--- config.mk ---
export PLATFORM = sky130hd
export DESIGN_NAME = dir_lp_entry
export DESIGN_NICKNAME = d
export VERILOG_FILES = /design/src/rtl/dir_lp_pkg.sv /design/src/rtl/dir_lp_ptr_scan.sv /design/src/rtl/dir_lp_expand.sv /design/src/rtl/dir_lp_entry.sv
export SDC_FILE = /design/constraint.sdc
export NUM_CORES = 1
export LEC_CHECK = 0
export BUFFER_PORTS_ARGS = -buffer_cell sky130_fd_sc_hd__clkbuf_2
export CAP_MARGIN = 5
export CORE_ASPECT_RATIO = 0.6
export CORE_MARGIN = 3
export CORE_UTILIZATION = 60
export CTS_BUF_LIST = sky130_fd_sc_hd__clkbuf_8
export DETAILED_ROUTE_END_ITERATION = 7
export PLACE_DENSITY = 0.86
export SLEW_MARGIN = 5
export SYNTH_ARGS = -nofsm -noshare
export SYNTH_HDL_FRONTEND = slang
export SYNTH_SLANG_ARGS = --single-unit
--- constraint.sdc ---
create_clock -name clk_i -period 4.6 [get_ports clk_i]
set_input_delay 0.23 -clock clk_i [delete_from_list [all_inputs] [get_ports clk_i]]
set_output_delay 0.23 -clock clk_i [all_outputs]
set_load 0.02 [all_outputs]
--- src/rtl/dir_lp_pkg.sv ---
package dir_lp_pkg;
  typedef enum logic [1:0] {
    OVF_BCAST  = 2'd0,
    OVF_NOBC   = 2'd1,
    OVF_COARSE = 2'd2,
    OVF_RSVD   = 2'd3
  } ovf_mode_e;

  typedef enum logic {
    OP_ADD   = 1'b0,
    OP_WRITE = 1'b1
  } dir_op_e;
endpackage

--- src/rtl/dir_lp_ptr_scan.sv ---
module dir_lp_ptr_scan #(
  parameter int PTRS  = 2,
  parameter int ID_W  = 4,
  parameter int IDX_W = (PTRS > 1) ? $clog2(PTRS) : 1
) (
  input  logic [PTRS-1:0][ID_W-1:0] ptr_i,
  input  logic [PTRS-1:0]           vld_i,
  input  logic [ID_W-1:0]           node_i,
  output logic                      hit_o,
  output logic                      full_o,
  output logic [IDX_W-1:0]          free_idx_o
);
  logic [PTRS-1:0] hit_vec;

  for (genvar p = 0; p < PTRS; p++) begin : g_cmp
    assign hit_vec[p] = vld_i[p] && (ptr_i[p] == node_i);
  end

  assign hit_o  = |hit_vec;
  assign full_o = &vld_i;

  // lowest free slot wins
  always_comb begin
    free_idx_o = '0;
    for (int p = PTRS - 1; p >= 0; p--) begin
      if (!vld_i[p]) free_idx_o = IDX_W'(p);
    end
  end
endmodule

--- src/rtl/dir_lp_expand.sv ---
module dir_lp_expand #(
  parameter int NODES = 16,
  parameter int PTRS  = 2,
  parameter int GRP   = 2,
  parameter int ID_W  = 4,
  parameter int NGRP  = NODES / GRP
) (
  input  logic [PTRS-1:0][ID_W-1:0] ptr_i,
  input  logic [PTRS-1:0]           vld_i,
  input  logic                      ovf_i,
  input  logic [NGRP-1:0]           cvec_i,
  input  logic [1:0]                mode_i,
  output logic [NODES-1:0]          set_o
);
  import dir_lp_pkg::*;

  logic [NODES-1:0] ptr_set;
  logic [NODES-1:0] coarse_set;

  always_comb begin
    ptr_set = '0;
    for (int p = 0; p < PTRS; p++) begin
      if (vld_i[p]) ptr_set[ptr_i[p]] = 1'b1;
    end
  end

  for (genvar n = 0; n < NODES; n++) begin : g_grp
    assign coarse_set[n] = cvec_i[n / GRP];
  end

  always_comb begin
    if (!ovf_i)                               set_o = ptr_set;
    else if (ovf_mode_e'(mode_i) == OVF_COARSE) set_o = coarse_set;
    else                                      set_o = '1;
  end
endmodule

--- src/rtl/dir_lp_entry.sv ---
module dir_lp_entry #(
  parameter int NODES = 16,
  parameter int PTRS  = 2,
  parameter int GRP   = 2,
  parameter int ID_W  = $clog2(NODES)
) (
  input  logic             clk_i,
  input  logic             rst_ni,
  input  logic [1:0]       mode_i,
  input  logic             cmd_valid_i,
  input  logic             cmd_op_i,
  input  logic [ID_W-1:0]  cmd_node_i,
  output logic             rsp_valid_o,
  output logic [NODES-1:0] inv_mask_o,
  output logic [NODES-1:0] evict_mask_o
);
  import dir_lp_pkg::*;

  localparam int NGRP  = NODES / GRP;
  localparam int GSH   = (GRP > 1) ? $clog2(GRP) : 0;
  localparam int GRP_W = (NGRP > 1) ? $clog2(NGRP) : 1;
  localparam int IDX_W = (PTRS > 1) ? $clog2(PTRS) : 1;

  logic [PTRS-1:0][ID_W-1:0] ptr_q, ptr_d;
  logic [PTRS-1:0]           vld_q, vld_d;
  logic                      ovf_q, ovf_d;
  logic [NGRP-1:0]           cvec_q, cvec_d;
  logic [IDX_W-1:0]          rr_q, rr_d;

  logic                      rsp_valid_q;
  logic [NODES-1:0]          inv_q, inv_d;
  logic [NODES-1:0]          evict_q, evict_d;

  logic                      hit, full;
  logic [IDX_W-1:0]          free_idx;
  logic [NODES-1:0]          cur_set;
  logic [GRP_W-1:0]          new_grp;
  ovf_mode_e                 mode;

  assign mode    = ovf_mode_e'(mode_i);
  assign new_grp = GRP_W'(cmd_node_i >> GSH);

  dir_lp_ptr_scan #(.PTRS(PTRS), .ID_W(ID_W), .IDX_W(IDX_W)) scan_i (
    .ptr_i      (ptr_q),
    .vld_i      (vld_q),
    .node_i     (cmd_node_i),
    .hit_o      (hit),
    .full_o     (full),
    .free_idx_o (free_idx)
  );

  dir_lp_expand #(.NODES(NODES), .PTRS(PTRS), .GRP(GRP), .ID_W(ID_W), .NGRP(NGRP)) exp_i (
    .ptr_i  (ptr_q),
    .vld_i  (vld_q),
    .ovf_i  (ovf_q),
    .cvec_i (cvec_q),
    .mode_i (mode_i),
    .set_o  (cur_set)
  );

  always_comb begin
    ptr_d   = ptr_q;
    vld_d   = vld_q;
    ovf_d   = ovf_q;
    cvec_d  = cvec_q;
    rr_d    = rr_q;
    inv_d   = '0;
    evict_d = '0;
    if (cmd_valid_i) begin
      if (dir_op_e'(cmd_op_i) == OP_WRITE) begin
        inv_d         = cur_set;
        inv_d[cmd_node_i] = 1'b0;
        ptr_d         = '0;
        ptr_d[0]      = cmd_node_i;
        vld_d         = '0;
        vld_d[0]      = 1'b1;
        ovf_d         = 1'b0;
        cvec_d        = '0;
        rr_d          = '0;
      end else if (ovf_q) begin
        if (mode == OVF_COARSE) cvec_d[new_grp] = 1'b1;
      end else if (hit) begin
        // already recorded
      end else if (!full) begin
        ptr_d[free_idx] = cmd_node_i;
        vld_d[free_idx] = 1'b1;
      end else begin
        unique case (mode)
          OVF_NOBC: begin
            evict_d[ptr_q[rr_q]] = 1'b1;
            ptr_d[rr_q]          = cmd_node_i;
            rr_d = (rr_q == IDX_W'(PTRS - 1)) ? '0 : rr_q + 1'b1;
          end
          OVF_COARSE: begin
            ovf_d = 1'b1;
            for (int p = 0; p < PTRS; p++) begin
              cvec_d[GRP_W'(ptr_q[p] >> GSH)] = 1'b1;
            end
            cvec_d[new_grp] = 1'b1;
          end
          default: ovf_d = 1'b1;
        endcase
      end
    end
  end

  always_ff @(posedge clk_i or negedge rst_ni) begin
    if (!rst_ni) begin
      ptr_q       <= '0;
      vld_q       <= '0;
      ovf_q       <= 1'b0;
      cvec_q      <= '0;
      rr_q        <= '0;
      rsp_valid_q <= 1'b0;
      inv_q       <= '0;
      evict_q     <= '0;
    end else begin
      ptr_q       <= ptr_d;
      vld_q       <= vld_d;
      ovf_q       <= ovf_d;
      cvec_q      <= cvec_d;
      rr_q        <= rr_d;
      rsp_valid_q <= cmd_valid_i;
      inv_q       <= inv_d;
      evict_q     <= evict_d;
    end
  end

  assign rsp_valid_o  = rsp_valid_q;
  assign inv_mask_o   = inv_q;
  assign evict_mask_o = evict_q;
endmodule

=== Word level (Yosys, flattened, before mapping) ===
Index checks and enable logic that the tools add are counted.

* Word-level logic and storage cells: 130
* Output and inout bits: 33
* Bits of input ports: 10
* Register bits after elaboration: 53

* Magnitude comparators: 18
* Mux-type cells: 64
* Add/subtract/negate cells: 1
* Reduce and logical (&&, ||, !) cells: 21
* Bitwise gates (word level): 8
* Equal/unequal tests: 9

{| class="wikitable"
|+ Operators with widths
! kind !! number
|-
| 16-bit two-way mux || 12
|-
| 8-bit two-way mux || 11
|-
| 8-bit bitwise OR || 4
|-
| 1-bit two-way mux || 21
|-
| 4-bit by 5-bit < comparator with 1-bit output, second input constant || 4
|-
| 16-bit bitwise AND || 1
|-
| 8-bit bitwise mux || 2
|-
| 1-bit demux with 4-bit select || 4
|-
| 4-bit by 1-bit >= comparator with 1-bit output, second input constant || 4
|-
| 4-bit two-way mux || 4
|-
| 16-bit NOT || 1
|-
| 16-bit bitwise OR || 1
|-
| 3-bit by 4-bit < comparator with 1-bit output, second input constant || 3
|-
| 4-bit AND reduction || 3
|-
| 1-bit logical AND || 11
|-
| 1-bit demux with 3-bit select || 3
|-
| 3-bit by 1-bit >= comparator with 1-bit output, second input constant || 3
|-
| 4-bit demux with 1-bit select || 2
|-
| 4-bit equality test || 2
|-
| 2-bit two-way mux || 4
|-
| 2-bit != test, second input constant || 3
|-
| 2-bit nonzero test || 3
|-
| 5-bit AND reduction || 1
|-
| 1-bit by 2-bit < comparator with 1-bit output, second input constant || 2
|-
| other kinds (11) || 12
|}

=== Longest topological paths before layout ===
Gate-level depths: netlist (run 1).

* Depth after elaboration: 12
* Depth in mapped cells: 7
* Gate-level depth less buffers: 5

=== Hierarchy ===
From an unflattened synthesis (run 1), not the netlist that was laid out.

* Cell total of the unflattened synthesis: 297
* Area total of the unflattened synthesis: 2,894.0 um2

{| class="wikitable"
|+ By module, submodules not included
! module !! instances !! area each (um2) !! cells each !! sequential area each (um2)
|-
| dir_lp_entry || 1 || 2,394.8 || 223 || 1,326.3
|-
| dir_lp_expand || 1 || 387.9 || 57 || 0.0
|-
| dir_lp_ptr_scan || 1 || 111.4 || 17 || 0.0
|}

=== Worst setup path after synthesis (run 1) ===
Ideal clock, no wire load.

* Path kind: flip-flop to flip-flop
* From: register vld_q[0]
* To: register ptr_q[4] (netlist name)
* Cell stages (with the launch flop): 6
* Period minus slack after synthesis: 1,839 ps
* Path buffers: 1
* Path slack: 2,761 ps
* Required time: 4,496 ps
* Data arrival time: 1,735 ps
* Library setup time: 104 ps
* Cells stage by stage: dfrtp_1 clkbuf_1 a31oi_1 o21ai_2 or4_4 o311ai_1

* Cells in the longest elaborated chain, start to end: 10
* Elaborated cells between the ends (all ways): 17
* Those cells by class: order compare (2); eq/ne (2); mux (8); reduce/logical (5)

{| class="wikitable"
|+ Ends and longest elaborated chain
! element !! line !! source
|-
| start: declaration || dir_lp_entry.sv:25 || <nowiki>logic [PTRS-1:0] vld_q, vld_d;</nowiki>
|-
| start signal: assignment || dir_lp_entry.sv:119 || <nowiki>vld_q <= vld_d;</nowiki>
|-
| 1-bit two-way mux || dir_lp_ptr_scan.sv:26 || <nowiki>if (!vld_i[p]) free_idx_o = IDX_W'(p);</nowiki>
|-
| 1-bit by 2-bit < comparator with 1-bit output (implied by the code) or 1-bit >= comparator (tied branches) || dir_lp_entry.sv:85 || <nowiki>ptr_d[free_idx] = cmd_node_i;</nowiki>
|-
| 1-bit logical AND (implied by the code) || dir_lp_entry.sv:85 ||
|-
| 4-bit two-way mux (implied by the code) || dir_lp_entry.sv:85 ||
|-
| 4-bit demux with 1-bit select || dir_lp_entry.sv:85 ||
|-
| 8-bit bitwise mux || dir_lp_entry.sv:85 ||
|-
| 8-bit two-way mux || dir_lp_entry.sv:84 || <nowiki>end else if (!full) begin</nowiki>
|-
| 8-bit two-way mux || dir_lp_entry.sv:82 || <nowiki>end else if (hit) begin</nowiki>
|-
| 8-bit two-way mux || dir_lp_entry.sv:80 || <nowiki>end else if (ovf_q) begin</nowiki>
|-
| 8-bit two-way mux || dir_lp_entry.sv:70 || <nowiki>if (dir_op_e'(cmd_op_i) == OP_WRITE) begin</nowiki>
|-
| end signal: assignment || dir_lp_entry.sv:118 || <nowiki>ptr_q <= ptr_d;</nowiki>
|-
| end: declaration || dir_lp_entry.sv:24 || <nowiki>logic [PTRS-1:0][ID_W-1:0] ptr_q, ptr_d;</nowiki>
|}

Several ways; a longest one is shown, not always the timed one. The select of a mux whose other input is x is not followed.
A chain may end at the register's enable or synchronous reset.

=== Worst setup path after layout (run 1) ===
* From: register ptr_q[1] (netlist name)
* To: register cvec_q[3]

* Cells in the longest elaborated chain, start to end: 12
* Elaborated cells between the ends (all ways): 18
* Those cells by class: order compare (2); eq/ne (2); mux (7); bitwise (3); reduce/logical (4)

{| class="wikitable"
|+ Ends and longest elaborated chain
! element !! line !! source
|-
| 3-bit by 4-bit < comparator with 1-bit output (implied by the code) or 3-bit by 1-bit >= comparator with 1-bit output (tied branches) || dir_lp_entry.sv:97 || <nowiki>cvec_d[GRP_W'(ptr_q[p] >> GSH)] = 1'b1;</nowiki>
|-
| 1-bit logical AND (implied by the code) || dir_lp_entry.sv:97 ||
|-
| 1-bit two-way mux (implied by the code) || dir_lp_entry.sv:97 ||
|-
| 1-bit demux with 3-bit select || dir_lp_entry.sv:97 ||
|-
| 8-bit bitwise OR (no source line) (3 in a row) || -- ||
|-
| 8-bit two-way mux || dir_lp_entry.sv:88 || <nowiki>unique case (mode)</nowiki>
|-
| 8-bit two-way mux || dir_lp_entry.sv:84 ||
|-
| 8-bit two-way mux || dir_lp_entry.sv:82 ||
|-
| 8-bit two-way mux || dir_lp_entry.sv:80 ||
|-
| 8-bit two-way mux || dir_lp_entry.sv:70 ||
|-
| end signal: assignment || dir_lp_entry.sv:121 || <nowiki>cvec_q <= cvec_d;</nowiki>
|-
| end: declaration || dir_lp_entry.sv:27 || <nowiki>logic [NGRP-1:0] cvec_q, cvec_d;</nowiki>
|}

Several ways; a longest one is shown, not always the timed one. The select of a mux whose other input is x is not followed.

==> results of run 1 <==
-- state kept, by name, indices dropped and copies added, names as in the netlist --
| signal | count |
|---|---|
| rsp_valid_o | 1 |
| rr_q | 1 |
| inv_mask_o | 16 |
| vld_q | 2 |
| cvec_q | 8 |
| ovf_q | 1 |
| ptr_q | 8 |
| evict_mask_o | 16 |
-- worst max path at each step --
stage                                    start               endpoint  slack (ns)  depth (start not counted)
after global routing      ptr_q[1]$_DFFE_PN0P_  cvec_q[3]$_DFFE_PN0P_        1.81                          5
after CTS                 ptr_q[1]$_DFFE_PN0P_  cvec_q[3]$_DFFE_PN0P_        2.04                          5
after global placement    ptr_q[1]$_DFFE_PN0P_  cvec_q[4]$_DFFE_PN0P_        2.18                          5
final                     ptr_q[1]$_DFFE_PN0P_  cvec_q[3]$_DFFE_PN0P_        2.00                          5
after floorplan           vld_q[0]$_DFFE_PN0P_   ptr_q[4]$_DFFE_PN0P_        2.76                          5
after detailed placement  ptr_q[1]$_DFFE_PN0P_  cvec_q[3]$_DFFE_PN0P_        2.07                          5
-- routing by layer --
| layer | wire length (um) | vias to the layer above |
|---|---|---|
| li1 | - | 1265 |
| met1 | 3920 | 1363 |
| met2 | 3500 | 233 |
| met3 | 1430 | 34 |
| met4 | 233 | 0 |
| met5 | 0 | - |
-- cell type report --
class,count,area [um2],share of cell area
inverter,13,48.8,0.0149
timing repair buffer,43,218,0.0664
tap,63,78.8,0.0240
clock inverter,3,42.5,0.0130
sequential,53,1330,0.404
clock buffer,5,68.8,0.0210
multi-input combinational,228,1500,0.456
-- power by group through the flow --
stage                     clock (mW)  sequential (mW)  combinational [mW]
final                          0.316            0.734               0.718
after global routing           0.336            0.748               0.777
after CTS                      0.319            0.720               0.692
after detailed placement           0            0.729               0.685
after global placement             0            0.729               0.679
after floorplan                    0            0.617               0.605
-- stage by stage --
| step | cells | hold WS [ns] | util | instance area (um2) | setup WS (ns) |
|---|---|---|---|---|---|
| finish | 408 | 0.0221 | 0.700 | 3280 | 2.00 |
| global route | 408 | 0.0880 | 0.700 | 3280 | 1.81 |
| CTS | 408 | 0.0602 | 0.700 | 3280 | 2.04 |
| detailed placement | 400 | 0.391 | 0.676 | 3170 | 2.07 |
| global placement | 400 | 0.375 | 0.676 | 3170 | 2.18 |
| floorplan | 323 | -0.0656 | - | 3000 | 2.76 |
-- cell families (layout without fill, tap and decap cells) --
| group | count (synthesis) | count (layout) | share of synthesized area |
|---|---|---|---|
| compound gates | 111 | 111 | 0.287 |
| xor+xnor | 5 | 5 | 0.0146 |
| buf+inv | 42 | 64 | 0.0588 |
| flops | 53 | 53 | 0.442 |
| mux | 1 | 1 | 0.00375 |
| simple gates | 111 | 111 | 0.194 |
-- synth_stat cells (7+ instances only) --
cell	n	area, um2
nand2b_1	7	43.8
inv_1	10	37.5
o311ai_1	8	70.1
nor3_1	11	55.1
and3_1	7	43.8
nand3_1	15	75.1
a21o_1	8	60.1
o211a_1	7	70.1
dfrtp_1	53	1330
a221oi_1	14	123
o21ai_0	13	65.1
a211oi_1	7	52.6
nand2_1	19	71.3
nor2_1	27	101
a21oi_1	9	45.0
clkbuf_1	19	71.3
==> impl_metrics.env, run 1 <==
export IMPL_crit_required_ns=4.80
export IMPL_cts_root_buf="clkbuf_8"
export IMPL_use_met2=0.433
export IMPL_final_common_cell="dfrtp_1"
export IMPL_p_per_area_nw_per_um2=539
export IMPL_die_area_um2=5910
export IMPL_slew_viol_final=0
export IMPL_ys_flop_type="dfrtp_1"
export IMPL_routedWlPerCell_um=22.3
export IMPL_die_y_um=60.8
export IMPL_vias_per_cell=7.10
export IMPL_num_rows=19
export IMPL_cts_tree="done"
export IMPL_postSynthNetCount=333
export IMPL_cap_viol_max_count=0
export IMPL_cts_buffer_depth=2
export IMPL_cp_cell_sequence="nand2b_1, o2111ai_2, nor4_4, o41ai_4, o211a_1"
export IMPL_grt_busiest_layer="met1"
export IMPL_p_seq_frac=0.415
export IMPL_pwr_share_comb=0.406
export IMPL_grt_antenna_before_repair=0
export IMPL_port_buffers=42
export IMPL_grtUsageMet3=0.124
export IMPL_ys_ff_latch=53
export IMPL_drive_above_1_share=0.174
export IMPL_ant_nets=0
export IMPL_fin_crit_ns=2.60
export IMPL_synth_area_um2=3000
export IMPL_status="completed"
export IMPL_reg2reg_depth=5
export IMPL_h_tree_depth=2
export IMPL_endpoint_kind="flip-flop"
export IMPL_fin_setup_tns_ns=0
export IMPL_dr_pass1_iters=6
export IMPL_synthArstFlopShare=1.00
export IMPL_p_int_mw=0.965
export IMPL_r2r_setup_slack_ns=2.00
export IMPL_fillers=376
export IMPL_skew_ns=0.00794
export IMPL_path_delay_family="simple AND/OR/NAND/NOR gates"
export IMPL_core_area_um2=4680
export IMPL_cts_made_buffers=5
export IMPL_met1_usage=0.475
export IMPL_vias=2895
export IMPL_rsz0062_at_grt="false"
export IMPL_cp_buffers_inverters=0
export IMPL_cpMaxStageDelayCell="nor4_4"
export IMPL_grt_pass1_vias=2526
export IMPL_antenna_cells=0
export IMPL_swShare=0.454
export IMPL_cpPeakStageDelay_ns=0.88
export IMPL_hpwl_mm=6.38
export IMPL_grt_max_degree=54
export IMPL_switchingPower_mw=0.804
export IMPL_grt_pass1_wl_mm=14.3
export IMPL_period_share=0.566
export IMPL_nNetsFinal=354
export IMPL_final_cell_mix="dfrtp_1, clkbuf_2, nor2_1, nand2_1, nand3_1"
export IMPL_worst_ir_drop_vdd_uv=323
export IMPL_finalHoldViolations=0
export IMPL_worst_path_max_fanout=20
export IMPL_grt_usage=0.318
export IMPL_synth_area_per_cell_um2=9.29
export IMPL_cts_sink_count=53
export IMPL_pin_count=43
export IMPL_setup_viol=0
export IMPL_pwr_share_clk=0.178
export IMPL_cp_arrival_ns=2.80
export IMPL_yosysUniqueCellTypes=54
export IMPL_syn_instance_count=323
export IMPL_startpoint_type="flip-flop"
export IMPL_start_util=0.640
export IMPL_worst_setup_path_type="reg -> reg"
export IMPL_finalPower_mw=1.77
export IMPL_ctsResizeCount=0
export IMPL_synth_edf_count=0
export IMPL_clock_latency_ns=0.31
export IMPL_grt_overflow=0
export IMPL_crit_reg2reg_capture="cvec_q[3]$_DFFE_PN0P_"
export IMPL_cts_hold_buffers=0
export IMPL_syn2layout_area_growth_pct=9.35
export IMPL_worstMarginPinSlew_ns=1.00
export IMPL_p_leak_nw=1.54
export IMPL_fp_dieW_um=97.3
export IMPL_route_detailed_drc=0
export IMPL_timing_rr_start="ptr_q[1]$_DFFE_PN0P_"
export IMPL_drtIter0Drc=437
export IMPL_ys_seq_area_frac=0.442
export IMPL_gp_congestion=0.977
export IMPL_ys_warn_count=0
export IMPL_wirelength_mm=9.09
export IMPL_maxSlewHeadroom=0.331
export IMPL_path_clk_slew_ns=0.10
export IMPL_cts_setup_buffers=0
export IMPL_hold_path_class="in -> async"
export IMPL_max_freq_ghz=0.384
(Power assumes the default switching activity.)
==> run 2, diff against run 1 <==
--- a/config.mk
+++ b/config.mk
@@ -9,10 +9,10 @@
 export CAP_MARGIN = 5
 export CORE_ASPECT_RATIO = 0.6
 export CORE_MARGIN = 3
-export CORE_UTILIZATION = 60
+export CORE_UTILIZATION = 54
 export CTS_BUF_LIST = sky130_fd_sc_hd__clkbuf_8
 export DETAILED_ROUTE_END_ITERATION = 7
-export PLACE_DENSITY = 0.86
+export PLACE_DENSITY = 0.82
 export SLEW_MARGIN = 5
 export SYNTH_ARGS = -nofsm -noshare
 export SYNTH_HDL_FRONTEND = slang
==> constraint.sdc (replaced) <==
create_clock -name clk_i -period 2.3 [get_ports clk_i]
set_input_delay 0.115 -clock clk_i [delete_from_list [all_inputs] [get_ports clk_i]]
set_output_delay 0.115 -clock clk_i [all_outputs]
set_load 0.02 [all_outputs]
==> impl_metrics.env, run 2 (same netlist as run 1, synthesis figures left out) <==
export IMPL_path_clk_slew_ns=0.09
export IMPL_fillers=448
export IMPL_maxSlewHeadroom=0.465
export IMPL_finalHoldViolations=0
export IMPL_endpoint_kind="flip-flop"
export IMPL_status="completed"
export IMPL_antenna_cells=0
export IMPL_drive_above_1_share=0.217
export IMPL_worstMarginPinSlew_ns=0.800
export IMPL_worst_setup_path_type="reg -> reg"
export IMPL_num_rows=20
export IMPL_final_common_cell="dfrtp_1"
export IMPL_worstHoldStart="cmd_node_i[0]"
export IMPL_route_detailed_drc=0
export IMPL_drtIter0Drc=453
export IMPL_die_area_um2=6510
export IMPL_cp_startpoint="ptr_q[6]$_DFFE_PN0P_"
export IMPL_worst_path_max_fanout=9
export IMPL_crit_required_ns=2.46
export IMPL_startpoint_type="flip-flop"
export IMPL_wirelength_mm=9.13
export IMPL_fin_crit_ns=2.06
export IMPL_skew_ns=0.0115
export IMPL_cts_made_buffers=5
export IMPL_dp_cells=422
export IMPL_final_cell_mix="dfrtp_1, clkbuf_2, nor2_1, buf_4, nand2_1"
export IMPL_syn2layout_area_growth_pct=13.9
export IMPL_clock_latency_ns=0.31
export IMPL_grt_pass1_wl_mm=15.0
export IMPL_cts_tree="done"
export IMPL_cp_arrival_ns=2.22
export IMPL_r2r_setup_slack_ns=0.24
export IMPL_cts_setup_buffers=0
export IMPL_grt_overflow=0
export IMPL_fin_area_um2=3410
export IMPL_gp_congestion=0.970
export IMPL_hpwl_mm=6.52
export IMPL_cts_buffer_depth=2
export IMPL_nNetsFinal=374
export IMPL_hold_path_class="in -> reg"
export IMPL_port_buffers=42
export IMPL_cts_root_buf="clkbuf_8"
export IMPL_grt_antenna_before_repair=0
export IMPL_grt_usage=0.297
export IMPL_fin_setup_tns_ns=0
export IMPL_h_tree_depth=2
export IMPL_setup_viol=0
export IMPL_p_leak_nw=1.62
export IMPL_vias=2978
export IMPL_p_per_area_nw_per_um2=1050
export IMPL_period_share=0.895
export IMPL_hold_slack_ns=0.229
export IMPL_vias_per_cell=6.93
export IMPL_die_y_um=63.7
export IMPL_ant_nets=0
export IMPL_pin_count=43
export IMPL_core_area_um2=5200
export IMPL_cts_sink_count=53
export IMPL_grt_max_degree=38
export IMPL_grt_pass1_vias=2718
export IMPL_slew_viol_final=0
export IMPL_dr_pass1_iters=5
export IMPL_max_freq_ghz=0.486
export IMPL_start_util=0.576
export IMPL_rsz0062_at_grt="false"
export IMPL_routedWlPerCell_um=21.2
export IMPL_worst_ir_drop_vdd_uv=663
export IMPL_fin_cells=430
export IMPL_cap_viol_max_count=0
export IMPL_dpl_cell_area_um2=3310
export IMPL_timing_rr_start="ptr_q[6]$_DFFE_PN0P_"
export IMPL_fp_dieW_um=102
==> run 2: worst paths after layout <==
path / cells after the start / end
setup reg to reg: 6 / ptr_q[5]$_DFFE_PN0P_
hold reg to reg: 1 / cvec_q[0]$_DFFE_PN0P_
max in group asynchronous: 3 / evict_mask_o[9]$_DFF_PN0_
min in group asynchronous: 2 / ptr_q[2]$_DFFE_PN0P_
setup / recovery: 6 / ptr_q[5]$_DFFE_PN0P_
hold / removal: 2 / inv_mask_o[13]$_DFF_PN0_
==> run 2: area by class of cell <==
cell class | count | area (um2) | area share
multi-input combinational | 228 | 1500 | 0.438
sequential | 53 | 1330 | 0.388
timing repair buffer | 63 | 370 | 0.108
clock buffer | 6 | 82.6 | 0.0242
tap | 66 | 82.6 | 0.0242
inverter | 13 | 48.8 | 0.0143
clock inverter | 1 | 7.51 | 0.00220
==> run 2: power breakdown <==
group	leakage (nW)	internal (mW)	switching (mW)
combinational	0.872	0.660	1.14
clock	0.0433	0.239	0.306
sequential	0.707	1.07	0.154
total	1.62	1.97	1.60
==> run 2: critical path: stages, from the launching register on <==
cell and delay, ns:
dfrtp_1 0.51, xor2_1 0.18, nor3_1 0.08, and3_1 0.32, buf_4 0.23, o311ai_0 0.41
o311ai_1 0.19
==> run 2: metal layers <==
layer	vias to the layer above	routed length, um	GRT usage
met5	-	0	0
li1	1302	-	-
met1	1439	4000	0.452
met3	29	1150	0.0808
met4	0	209	0.0802
met2	208	3770	0.411
==> run 2: stage by stage <==
stage,worst slack [ns],power [mW],util
6_report,0.241,3.57,0.656
5_1_grt,0.0817,3.78,0.656
4_1_cts,0.263,3.51,0.656
3_5_place_dp,0.248,2.96,0.637
3_3_place_gp,0.345,2.94,0.637
2_1_floorplan,0.461,2.44,-
==> run 2: timing repair <==
action,4_1_cts,5_1_grt
hold buffers,1,0
gates resized for setup,0,0
hold endpoints to repair,16,0
endpoints found under the setup margin,0,0
==> run 3, diff against run 2 <==
--- a/config.mk
+++ b/config.mk
@@ -13,6 +13,7 @@
 export CTS_BUF_LIST = sky130_fd_sc_hd__clkbuf_8
 export DETAILED_ROUTE_END_ITERATION = 7
 export PLACE_DENSITY = 0.82
+export SETUP_SLACK_MARGIN = 0.5
 export SLEW_MARGIN = 5
 export SYNTH_ARGS = -nofsm -noshare
 export SYNTH_HDL_FRONTEND = slang
==> impl_metrics.env, run 3 (same netlist as run 1, synthesis figures left out) <==
export IMPL_fin_setup_tns_ns=0
export IMPL_p_per_area_nw_per_um2=1060
export IMPL_multi_input_area_um2=1660
export IMPL_maxSlewHeadroom=0.629
export IMPL_grt_usage=0.292
export IMPL_fillers=415
export IMPL_dr_pass1_iters=8
export IMPL_place_ws_ns=0.311
export IMPL_dp_cells=418
export IMPL_vias_per_cell=6.93
export IMPL_status="completed"
export IMPL_cpMaxStageDelayCell="or4_4"
export IMPL_seq_area_um2=1330
export IMPL_period_share=0.804
export IMPL_worstHoldStart="cmd_valid_i"
export IMPL_endpoint_kind="flip-flop"
export IMPL_num_rows=20
export IMPL_worstMarginPinSlew_ns=0.555
export IMPL_p_leak_nw=1.72
export IMPL_gp_congestion=1.00
export IMPL_drtIter0Drc=499
export IMPL_die_y_um=63.7
export IMPL_final_common_cell="dfrtp_1"
export IMPL_pin_count=43
export IMPL_worst_setup_path_type="reg -> reg"
export IMPL_grt_pass1_wl_mm=14.8
export IMPL_rsz0062_at_grt="true"
export IMPL_grt_antenna_before_repair=0
export IMPL_h_tree_depth=2
export IMPL_max_freq_ghz=0.541
export IMPL_hold_path_class="in -> reg"
export IMPL_ant_nets=0
export IMPL_slew_viol_final=0
export IMPL_route_detailed_drc=0
export IMPL_wirelength_mm=9.33
export IMPL_fin_crit_ns=1.85
export IMPL_clock_latency_ns=0.31
export IMPL_vias=3051
export IMPL_worst_hold_path_num_cells=1
export IMPL_final_core_util=0.705
export IMPL_cpPeakStageDelay_ns=0.53
export IMPL_min_to="rsp_valid_o$_DFF_PN0_"
export IMPL_worst_ir_drop_vdd_uv=675
export IMPL_fin_cells=440
export IMPL_die_area_um2=6510
export IMPL_grt_overflow=0
export IMPL_r2r_setup_slack_ns=0.45
export IMPL_grt_max_degree=37
export IMPL_cap_viol_max_count=0
export IMPL_syn2layout_area_growth_pct=22.4
export IMPL_port_buffers=42
export IMPL_cp_arrival_ns=2.07
export IMPL_cp_cell_sequence="nand2b_4, o2111ai_4, nor4_4, buf_6, or4_4, o311ai_2"
export IMPL_cp_buffers_inverters=1
export IMPL_fin_ws_ns=0.451
export IMPL_antenna_cells=0
export IMPL_hpwl_mm=6.28
export IMPL_drt_met1_wl_mm=3.86
export IMPL_wl_met3_mm=1.20
export IMPL_cts_tree="done"
export IMPL_grt_pass1_vias=2822
export IMPL_cts_sink_count=53
export IMPL_routedWlPerCell_um=21.2
export IMPL_timing_rr_start="ptr_q[1]$_DFFE_PN0P_"
export IMPL_crit_required_ns=2.52
export IMPL_met2WireLength_mm=4.05
export IMPL_core_area_um2=5200
export IMPL_topRoutingLayerUsed="met5"
export IMPL_hold_slack_ns=0.0901
export IMPL_path_clk_slew_ns=0.10
export IMPL_nNetsFinal=383
export IMPL_final_cell_mix="dfrtp_1, clkbuf_2, nor2_1, buf_4, nand2_1"
export IMPL_crit_reg2reg_capture="ptr_q[4]$_DFFE_PN0P_"
export IMPL_cts_made_buffers=5
export IMPL_worst_path_max_fanout=5
export IMPL_fp_dieW_um=102
export IMPL_startpoint_type="flip-flop"
export IMPL_cts_root_buf="clkbuf_8"
export IMPL_finalHoldViolations=0
export IMPL_drive_above_1_share=0.313
export IMPL_path_delay_family="simple AND/OR/NAND/NOR gates"
export IMPL_cts_buffer_depth=2
export IMPL_setup_viol=0
export IMPL_start_util=0.576
export IMPL_skew_ns=0.0123
export IMPL_reg2reg_depth=6
-- run 3: worst max path at each step --
stage,startpoint,to,slack [ns],cells past startpoint
2_1_floorplan,ptr_q[0]$_DFFE_PN0P_,vld_q[0]$_DFFE_PN0P_,0.51,6
3_3_place_gp,ptr_q[1]$_DFFE_PN0P_,ptr_q[4]$_DFFE_PN0P_,0.35,6
3_5_place_dp,ptr_q[1]$_DFFE_PN0P_,ptr_q[4]$_DFFE_PN0P_,0.31,6
4_1_cts,ptr_q[1]$_DFFE_PN0P_,inv_mask_o[4]$_DFF_PN0_,0.44,5
5_1_grt,ptr_q[0]$_DFFE_PN0P_,ptr_q[4]$_DFFE_PN0P_,0.43,6
6_report,ptr_q[1]$_DFFE_PN0P_,ptr_q[4]$_DFFE_PN0P_,0.45,6
-- run 3: per-stage QoR --
step | power (mW) | cell area [um2]
after floorplan | 2.45 | 3010
final | 3.91 | 3670
after global routing | 4.10 | 3670
after detailed placement | 2.92 | 3290
after global placement | 2.89 | 3290
after CTS | 3.60 | 3490
-- run 3: layout make-up --
type                            count  area share
Multi-Input combinational cell    228       0.451
Sequential cell                    53       0.363
Timing Repair Buffer               72       0.123
Clock buffer                        6      0.0225
Tap cell                           66      0.0225
Inverter                           13      0.0133
Clock inverter                      2     0.00375
-- run 3: layer usage --
layer  GRT usage  vias up
met1       0.434     1455
met4      0.0769        2
met2       0.414      245
met5           0        -
met3      0.0819       31
li1            -     1318
-- run 3: timing repair --
item                                    4_1_cts  5_1_grt
hold endpoints to repair                     17        0
buffers inserted                              7        6
pin swaps                                     3       11
resized for setup                            12       28
endpoints found under the setup margin       38       29
hold buffers                                  1        0
-- run 3: power by group --
part	switching, mW	internal [mW]
clock	0.310	0.245
sequential	0.116	1.08
combinational	1.32	0.838
